**src/rtl/tdp_pkg.sv**
```systemverilog
`timescale 1ns/1ps
package tdp_pkg;
    typedef enum logic {
        WMODE_BINARY  = 1'b0,
        WMODE_TERNARY = 1'b1
    } wmode_e;

    typedef struct packed {
        logic neg;
        logic zero;
    } lane_wt_t;
endpackage

```
**src/rtl/tdp_lane.sv**
```systemverilog
`timescale 1ns/1ps
module tdp_lane #(
    parameter int AW = 8,
    parameter int WF = 13
) (
    input  logic [AW-1:0]        act,
    input  logic                 narrow,
    input  tdp_pkg::lane_wt_t    wt,
    output logic [WF-1:0]        term,
    output logic                 negc
);
    localparam int HW = AW / 2;

    logic [AW-1:0] a_eff;
    logic [WF-1:0] a_ext;

    always_comb begin
        if (narrow)
            a_eff = {{(AW-HW){act[HW-1]}}, act[HW-1:0]};
        else
            a_eff = act;
        a_ext = {{(WF-AW){a_eff[AW-1]}}, a_eff};
        term  = '0;
        negc  = 1'b0;
        if (!wt.zero) begin
            term = a_ext ^ {WF{wt.neg}};
            negc = wt.neg;
        end
    end
endmodule

```
**src/rtl/tdp_csa42.sv**
```systemverilog
`timescale 1ns/1ps
module tdp_csa42 #(
    parameter int W = 13
) (
    input  logic [W-1:0] a,
    input  logic [W-1:0] b,
    input  logic [W-1:0] c,
    input  logic [W-1:0] d,
    output logic [W-1:0] s,
    output logic [W-1:0] cy
);
    logic [W-1:0] x;
    logic [W-1:0] m;
    logic [W-2:0] maj1;
    logic [W-2:0] maj2;

    always_comb begin
        x    = a ^ b ^ c;
        maj1 = (a[W-2:0] & b[W-2:0]) | (a[W-2:0] & c[W-2:0]) | (b[W-2:0] & c[W-2:0]);
        m    = {maj1, 1'b0};
        s    = x ^ m ^ d;
        maj2 = (x[W-2:0] & m[W-2:0]) | (x[W-2:0] & d[W-2:0]) | (m[W-2:0] & d[W-2:0]);
        cy   = {maj2, 1'b0};
    end
endmodule

```
**src/rtl/tdp_tree.sv**
```systemverilog
`timescale 1ns/1ps
module tdp_tree #(
    parameter int N  = 16,
    parameter int WF = 13
) (
    input  logic [N*WF-1:0] terms,
    output logic [WF-1:0]   root_s,
    output logic [WF-1:0]   root_c
);
    localparam int LVL  = (N < 2) ? 1 : $clog2(N);
    localparam int NP   = 1 << LVL;
    localparam int HALF = NP / 2;

    logic [WF-1:0] ns [1:NP-1];
    logic [WF-1:0] nc [1:NP-1];

    for (genvar k = 1; k < NP; k++) begin : g_node
        if (k >= HALF) begin : g_leaf
            localparam int L0 = 2 * (k - HALF);
            if (L0 < N) begin : g_a
                assign ns[k] = terms[L0*WF +: WF];
            end else begin : g_a0
                assign ns[k] = '0;
            end
            if (L0 + 1 < N) begin : g_b
                assign nc[k] = terms[(L0+1)*WF +: WF];
            end else begin : g_b0
                assign nc[k] = '0;
            end
        end else begin : g_mid
            tdp_csa42 #(.W(WF)) u_cmp (
                .a (ns[2*k]),
                .b (nc[2*k]),
                .c (ns[2*k+1]),
                .d (nc[2*k+1]),
                .s (ns[k]),
                .cy(nc[k])
            );
        end
    end

    assign root_s = ns[1];
    assign root_c = nc[1];
endmodule

```
**src/rtl/tern_dot_engine.sv**
```systemverilog
`timescale 1ns/1ps
module tern_dot_engine #(
    parameter int N     = 16,
    parameter int AW    = 8,
    parameter int OUT_W = 16
) (
    input  logic              clk,
    input  logic              rst_n,
    input  logic              in_valid,
    input  logic              wmode,
    input  logic              narrow,
    input  logic [N*AW-1:0]   act_vec,
    input  logic [2*N-1:0]    wgt_vec,
    output logic              out_valid,
    output logic [OUT_W-1:0]  out_sum
);
    import tdp_pkg::*;

    localparam int WF   = AW + $clog2(N) + 1;
    localparam int CW   = $clog2(N + 1);
    localparam int MAXP = N * (2 ** (AW - 1));

    // lane gating
    lane_wt_t        wt    [N];
    logic [N*WF-1:0] terms_c;
    logic [N-1:0]    negc_c;

    for (genvar i = 0; i < N; i++) begin : g_lane
        always_comb begin
            if (wmode == WMODE_TERNARY) begin
                wt[i].neg  = wgt_vec[2*i];
                wt[i].zero = wgt_vec[2*i+1];
            end else begin
                wt[i].neg  = ~wgt_vec[i];
                wt[i].zero = 1'b0;
            end
        end
        tdp_lane #(.AW(AW), .WF(WF)) u_lane (
            .act   (act_vec[i*AW +: AW]),
            .narrow(narrow),
            .wt    (wt[i]),
            .term  (terms_c[i*WF +: WF]),
            .negc  (negc_c[i])
        );
    end

    // stage 1: lane terms
    logic            s1_valid;
    logic [N*WF-1:0] s1_terms;
    logic [N-1:0]    s1_neg;

    always_ff @(posedge clk or negedge rst_n) begin
        if (!rst_n) begin
            s1_valid <= 1'b0;
            s1_terms <= '0;
            s1_neg   <= '0;
        end else begin
            s1_valid <= in_valid;
            if (in_valid) begin
                s1_terms <= terms_c;
                s1_neg   <= negc_c;
            end
        end
    end

    // carry-save reduction
    logic [WF-1:0] tree_s, tree_c;
    logic [CW-1:0] negcnt;
    logic [WF-1:0] fin_s, fin_c;

    tdp_tree #(.N(N), .WF(WF)) u_tree (
        .terms (s1_terms),
        .root_s(tree_s),
        .root_c(tree_c)
    );

    always_comb begin
        negcnt = '0;
        for (int i = 0; i < N; i++)
            negcnt = negcnt + CW'(s1_neg[i]);
    end

    tdp_csa42 #(.W(WF)) u_root (
        .a (tree_s),
        .b (tree_c),
        .c (WF'(negcnt)),
        .d ('0),
        .s (fin_s),
        .cy(fin_c)
    );

    // stage 2: root carry-save pair
    logic          s2_valid;
    logic [WF-1:0] s2_s, s2_c;

    always_ff @(posedge clk or negedge rst_n) begin
        if (!rst_n) begin
            s2_valid <= 1'b0;
            s2_s     <= '0;
            s2_c     <= '0;
        end else begin
            s2_valid <= s1_valid;
            if (s1_valid) begin
                s2_s <= fin_s;
                s2_c <= fin_c;
            end
        end
    end

    // stage 3: single carry-propagate add
    logic [WF-1:0] sum_w;
    assign sum_w = s2_s + s2_c;

    always_ff @(posedge clk or negedge rst_n) begin
        if (!rst_n) begin
            out_valid <= 1'b0;
            out_sum   <= '0;
        end else begin
            out_valid <= s2_valid;
            if (s2_valid)
                out_sum <= {{(OUT_W-WF){sum_w[WF-1]}}, sum_w};
        end
    end

    // assertions
    AST_VALID_FWD: assert property (@(posedge clk) disable iff (!rst_n)
        in_valid |-> ##3 out_valid);
    AST_VALID_BACK: assert property (@(posedge clk) disable iff (!rst_n)
        out_valid |-> $past(in_valid, 3));
    AST_SUM_HOLD: assert property (@(posedge clk) disable iff (!rst_n)
        !out_valid |=> (!out_valid |-> $stable(out_sum)));
    AST_NO_OVERFLOW: assert property (@(posedge clk) disable iff (!rst_n)
        out_valid |-> (int'($signed(out_sum)) <= MAXP && int'($signed(out_sum)) >= -MAXP));
endmodule

```
**config.mk**
```make
export PLATFORM = sky130hd
export DESIGN_NAME = tern_dot_engine
export DESIGN_NICKNAME = d
export VERILOG_FILES = /design/src/rtl/tdp_pkg.sv /design/src/rtl/tdp_lane.sv /design/src/rtl/tdp_csa42.sv /design/src/rtl/tdp_tree.sv /design/src/rtl/tern_dot_engine.sv
export SDC_FILE = /design/constraint.sdc
export NUM_CORES = 1
export LEC_CHECK = 0
export ABC_CLOCK_PERIOD_IN_PS = 8500
export BUFFER_PORTS_ARGS = -buffer_cell sky130_fd_sc_hd__buf_4
export CAP_MARGIN = 0
export CORE_AREA = 10 10 192 194
export DETAILED_ROUTE_END_ITERATION = 8
export DIE_AREA = 0 0 202 204
export GPL_ROUTABILITY_DRIVEN = 1
export GPL_TIMING_DRIVEN = 0
export MAX_ROUTING_LAYER = met4
export SLEW_MARGIN = 20
export SYNTH_ARGS = -nofsm -noshare
export SYNTH_HDL_FRONTEND = slang
export SYNTH_SLANG_ARGS = --single-unit
```
**constraint.sdc**
```tcl
create_clock -name clk -period 8.5 [get_ports clk]
set_input_delay 0.425 -clock clk [delete_from_list [all_inputs] [get_ports clk]]
set_output_delay 0.425 -clock clk [all_outputs]
set_load 0.02 [all_outputs]
```
==> results of run 1 <==
## state kept, by name (all words and copies together), names as in the netlist
name	count
out_sum	13
out_valid	1
s1_neg	16
s1_terms	128
s1_valid	1
s2_c	11
s2_s	13
s2_valid	1
## synthesized netlist by cell type (2+ instances only)
library cell / number / area (um2)
a211oi_1: 3 / 22.5
a21o_1: 5 / 37.5
a21oi_1: 15 / 75.1
a21oi_4: 10 / 163
a31oi_1: 2 / 12.5
buf_2: 12 / 60.1
buf_4: 5 / 37.5
clkbuf_1: 22 / 82.6
dfrtp_1: 184 / 4600
fa_1: 135 / 2700
ha_1: 45 / 563
inv_1: 273 / 1020
mux2_2: 36 / 405
mux2i_1: 66 / 661
mux2i_2: 2 / 27.5
mux2i_4: 3 / 67.6
nand2_1: 39 / 146
nor2_1: 25 / 93.8
o21a_1: 2 / 15.0
o21ai_0: 15 / 75.1
o22ai_1: 135 / 845
o31a_1: 2 / 17.5
xnor2_1: 73 / 639
xor2_1: 66 / 578
## cell families after synthesis
group	Yosys count	share of synthesized area, %
muxes	107	8.88
adders and majority gates	180	25.0
xor gates and xnor gates	139	9.32
buffers and inverters	314	9.28
AOI/OAI and AO/OA	193	9.91
DFF	184	35.2
and+or+nand+nor	74	2.39
## layout by cell type (no fill, tap or decap), drive strengths merged, types with 5 or more instances in the layout
cell type and count:
ha 45, o21ai 15, xor2 66, a21oi 25, xnor2 73, clkbuf 39
mux2i 71, inv 282, dfrtp 184, fa 135, buf 198, o22ai 135
a21o 5, nand2 39, mux2 36, nor2 25
## worst max path at each step
stage,startpoint,end
floorplan,s1_terms[64],s2_s[12]
global placement,s1_terms[64],s2_s[12]
finish,s1_terms[64],s2_s[12]
detailed placement,s1_terms[64],s2_s[12]
global route,s1_terms[64],s2_s[12]
CTS,s1_terms[64],s2_s[12]
## worst reg2reg max path, stage by stage (launching register included)
cell	delay (ns)
dfrtp_1	0.41
fa_1	0.61
inv_1	0.07
fa_1	0.47
inv_1	0.08
fa_1	0.54
inv_1	0.07
fa_1	0.53
inv_1	0.06
fa_1	0.52
inv_1	0.07
fa_1	0.48
inv_1	0.05
ha_1	0.18
xnor2_1	0.21
xnor2_1	0.17
xnor2_1	0.13
mux2_2	0.27
## area by class of cell
cell class	count	area, um2	share of cell area, %
plain buffers	40	184	1.18
clock buffers	17	425	2.73
clock inverters	14	133	0.850
inverters	274	1030	6.59
multi-input cells	693	7250	46.5
flip-flops and latches	184	4600	29.5
well taps	448	561	3.59
repair buffers	181	1410	9.03
## per-stage QoR
| stage | cell area [um2] | utilization (%) | setup WS (ns) |
|---|---|---|---|
| 3_3_place_gp | 15000 | 45.2 | 3.59 |
| 2_1_floorplan | 13100 | - | 3.84 |
| 3_5_place_dp | 15000 | 45.4 | 3.50 |
| 5_1_grt | 15600 | 47.1 | 3.31 |
| 4_1_cts | 15600 | 47.1 | 3.48 |
| 6_report | 15600 | 47.1 | 3.49 |
## routing by layer
metal	track usage [%]	vias up	routed length, um
met3	2.39	45	1240
met5	-	-	0
met4	6.15	0	1010
met2	29.7	204	17800
li1	-	4219	-
met1	24.5	4481	17000
==> results.ini, run 1 <==
[cts]
numCtsBuffers = 17
cts-root-buf = clkbuf_16
clkLatencyLatePin_ns = 0.45
holdBufCountCts = 1
clk_pin_slew_ns = 0.07
cts_htree_levels = 4
clockBufferDepth = 2
ctsResizeCount = 0
post_cts_buffers = 0
cts_tree = yes
cts.sinks = 184

[critical_path]
path_max_fanout = 2
max_stage_delay_ns = 0.61
rr_endpoint = s2_s[12]
crit_chain = fa_1 -> inv_1 -> fa_1 -> inv_1 -> fa_1 -> inv_1 -> fa_1 -> inv_1 -> fa_1 -> inv_1 -> fa_1 -> inv_1 -> ha_1 -> xnor2_1 -> xnor2_1 -> xnor2_1 -> mux2_2
timing.rr.start = s1_terms[64]
rr_worst_depth = 17
worstSetupEndpointType = flip-flop
cp_top_family = adder cells
critical_path_class = flip-flop to flip-flop
cp.depth = 17
critPathRequiredTime_ns = 8.83
start_kind = flip-flop
worstPathBufferInverterCount = 6
crit_slowest_cell = fa_1
cp.arrival_ns = 5.34
rrSetupSlack_ns = 3.49

[synth]
avgSynthCellArea_um2 = 11.0
ys_seq_area_share_pct = 35.2
synth_area_mm2 = 0.0131
yosys_warnings = 0
async_flop_share_pct = 100
synth-main-ff-cell = dfrtp_1
synth_cell_types = 40
syn_nets = 1536
synth-edff-count = 0
syn_inst = 1191
ys_ff_latch = 184

[global_routing]
overflow = 0
antenna_found_initial = 0
first_global_vias = 9906
track_usage_pct = 18.7
grt_max_degree = 80
grt_pass1_wl_um = 57400

[cells_and_area]
fin_cells = 1851
diodes = 0
drive_above_1_share_pct = 20.0
fin_nets = 1736
fillerInstances = 3134
syn_to_final_growth_pct = 19.3

[worst_hold_path]
min_path_cells = 1
worstHoldStart = in_valid
hold_class = input port to flip-flop
whs_endpoint = s1_valid

[floorplan]
die-width_um = 202
start_util_pct = 39.5
io_pins = 182
core_area_mm2 = 0.0331
die_h_um = 204
die_area_mm2 = 0.0412
rows = 67

[status]
status = finished, final reports clean

[timing]
drv_slew = 0
hold_violations = 0
fmax_ghz = 0.199
slew_headroom_pct = 25.6
fin_crit_ns = 5.01
clock_skew_ns = 0.0177
worstMarginPinSlew_ns = 1.09
period_share_pct = 59.0
hold_ws_ns = 0.105
rsz0062_at_grt = no
setup_viol = 0
fin_tns_setup_ns = 0

[route]
via_per_inst = 4.83
drt_wl_total_um = 37100
drtIter0Drc = 424
drtPass1Iterations = 5
ant_nets = 0
vias = 8949
drc = 0
routedWlPerCell_um = 20.0

[job]
cap_violations = 0

[placement]
dp_hpwl_um = 30100
place_inst = 1819
place.port_buffers = 178
globalplace.congestion = 0.876

Power of run 1 is not shown: default switching activity piles up to over one toggle a cycle in this logic, so the estimate is an artifact.
==> inputs of run 2 (changes only) <==
--- a/config.mk
+++ b/config.mk
@@ -5,7 +5,7 @@
 export SDC_FILE = /design/constraint.sdc
 export NUM_CORES = 1
 export LEC_CHECK = 0
-export ABC_CLOCK_PERIOD_IN_PS = 8500
+export ABC_CLOCK_PERIOD_IN_PS = 4000
 export BUFFER_PORTS_ARGS = -buffer_cell sky130_fd_sc_hd__buf_4
 export CAP_MARGIN = 0
 export CORE_AREA = 10 10 192 194
==> constraint.sdc (replaced) <==
create_clock -name clk -period 4 [get_ports clk]
set_input_delay 0.2 -clock clk [delete_from_list [all_inputs] [get_ports clk]]
set_output_delay 0.2 -clock clk [all_outputs]
set_load 0.02 [all_outputs]
==> run 2 against run 1 <==
Compared with the run above:
- the flow now finishes with violations (negative setup slack)
- highest routed layer unchanged
- setup slack worse by 4.3 ns
- clock skew shrank 0.00075 ns
- largest cell class unchanged
- die area unchanged
- flip-flop and latch count unchanged
- core utilization grew 1.4 points
- register-to-register slack got worse by 4.3 ns
- count of clock-buffer cells in the layout up 1
- cell count increased by 0.54%
- first-iteration DRC count grew 9.4%
==> results.ini, run 2 (synthesis gave the netlist of run 1 again) <==
[cts]
cts_htree_levels = 4  ; unchanged
clkLatencyLatePin_ns = 0.45  ; about the same
cts.sinks = 184  ; unchanged
clk_pin_slew_ns = 0.08  ; was 0.07 ns
cts-root-buf = clkbuf_16  ; unchanged
numCtsBuffers = 17  ; unchanged
cts_tree = yes  ; unchanged
clockBufferDepth = 2  ; unchanged

[timing]
fmax_ghz = 0.206  ; was 0.199 GHz
period_share_pct = 121  ; was 59.0%
slew_headroom_pct = 27.9  ; was 25.6%
hold_violations = 0  ; unchanged
rsz0062_at_grt = yes  ; was no
fin_tns_setup_ns = -12.63  ; was 0 ns
fin_crit_ns = 4.86  ; was 5.01 ns
setup_ws_ns = -0.857  ; was 3.49 ns
clock_skew_ns = 0.0170  ; was 0.0177 ns
hold_ws_ns = 0.0258  ; was 0.105 ns
setup_viol = 22  ; was 0
worstMarginPinSlew_ns = 1.06  ; was 1.09 ns
drv_slew = 0  ; unchanged

[critical_path]
critical_path_class = flip-flop to flip-flop  ; unchanged
timing.rr.start = s1_terms[77]  ; was s1_terms[64]
worstSetupEndpointType = flip-flop  ; unchanged
rr_worst_depth = 17  ; unchanged
critPathRequiredTime_ns = 4.32  ; was 8.83 ns
critPathLaunch = s1_terms[77]  ; was s1_terms[64]
start_kind = flip-flop  ; unchanged
cp.arrival_ns = 5.18  ; was 5.34 ns
path_max_fanout = 2  ; unchanged

[cells_and_area]
layout_common_cells = 249 x inv_1, 190 x buf_4, 184 x dfrtp_1  ; was 273 x inv_1, 184 x dfrtp_1, 182 x buf_4
fin_nets = 1745  ; was 1736
largest_register_ffs = 128  ; unchanged
syn_to_final_growth_pct = 22.8  ; was 19.3%
regMostFlops = s1_terms  ; unchanged
layout_commonest_cell = inv_1  ; unchanged
fin_cells = 1861  ; was 1851
diodes = 0  ; unchanged
drive_above_1_share_pct = 25.0  ; was 20.0%
largest_registers = s1_terms: 128 flops, s1_neg: 16 flops  ; unchanged

[global_routing]
grt_max_degree = 97  ; was 80
track_usage_pct = 18.8  ; was 18.7%
first_global_vias = 9852  ; was 9906
antenna_found_initial = 0  ; unchanged
grt_pass1_wl_um = 57600  ; was 57400 um
overflow = 0  ; unchanged

[floorplan]
die-width_um = 202  ; unchanged
core_area_mm2 = 0.0331  ; unchanged
start_util_pct = 39.5  ; unchanged
die_area_mm2 = 0.0412  ; unchanged
die_h_um = 204  ; unchanged
io_pins = 182  ; unchanged
rows = 67  ; unchanged

[status]
violations = negative setup slack
status = finished, violations left  ; was finished, final reports clean

[route]
drc = 0  ; unchanged
routedWlPerCell_um = 20.1  ; was 20.0 um
drt_wl_total_um = 37300  ; was 37100 um
drtIter0Drc = 464  ; was 424
vias = 8918  ; was 8949
via_per_inst = 4.79  ; was 4.83
drtPass1Iterations = 5  ; unchanged
ant_nets = 0  ; unchanged

[placement]
place.port_buffers = 178  ; unchanged
globalplace.congestion = 0.852  ; was 0.876
place_inst = 1818  ; was 1819
dp_hpwl_um = 30100  ; about the same

[worst_hold_path]
worstHoldStart = act_vec[17]  ; was in_valid
hold_class = input port to flip-flop  ; unchanged
min_path_cells = 3  ; was 1

[job]
cap_violations = 0  ; unchanged

-- run 2: cell types whose count changed in the layout (fill, tap and decap cells not counted), sizes merged --
cell         previous run  this run
clkinvlp                2         0
dlygate4sd3             1         2
clkbuf                 39        40
inv                   282       281
buf                   198       206
clkinv                  4         7
-- run 2: path summary, 6_finish.rpt --
path	to	slack [ns]
max in group asynchronous	s1_terms[142]	2.71
max	s2_s[12]	-0.86
min in group asynchronous	s1_terms[79]	0.34
min	s1_terms[27]	0.03
max reg2reg	s2_s[12]	-0.86
min reg2reg	s2_valid	0.38
-- run 2: routing by layer --
metal	vias up	global-route usage [%]	wire (um)	part of all wire (%)
met2	210	29.7	17900	48
li1	4222	-	-	-
met3	37	3.52	1530	4.1
met4	0	5.50	925	2.5
met5	-	-	0	0
met1	4449	24.2	17000	45
-- run 2: critical path: stages, from the launching register on --
cell and delay [ns]:
dfrtp_1 0.40, fa_1 0.58, inv_1 0.07, fa_1 0.53, inv_2 0.05, fa_1 0.52
inv_2 0.05, fa_1 0.51, inv_1 0.06, fa_1 0.51, inv_1 0.06, fa_1 0.49
inv_2 0.05, ha_4 0.15, xnor2_2 0.13, xnor2_1 0.18, xnor2_1 0.13, mux2_4 0.27
-- run 2: timing repair --
action                                 in CTS  in global routing
pin swaps                                  15                 21
hold buffers                                2                  0
setup endpoints to repair                  23                 23
setup buffers                               5                  4
resized for setup                          43                 28
endpoints found under the hold margin      89                  0
-- run 2: area by class of cell --
type	count	area [um2]
Fill cell	3110	17100
Multi-Input combinational cell	693	7620
Sequential cell	184	4600
Timing Repair Buffer	190	1460
Inverter	274	1030
Tap cell	448	561
Clock buffer	18	429
Buffer	40	184
Clock inverter	14	155
-- run 2: through the flow --
step | area, um2 | setup slack, ns | util (%)
after global routing | 16000 | -1.01 | 48.5
after global placement | 15100 | -0.890 | 45.5
after detailed placement | 15100 | -0.921 | 45.6
after CTS | 15900 | -0.919 | 48.1
after floorplan | 13200 | -0.657 | -
final | 16000 | -0.857 | 48.5
Power of run 2 is left out for the same reason.
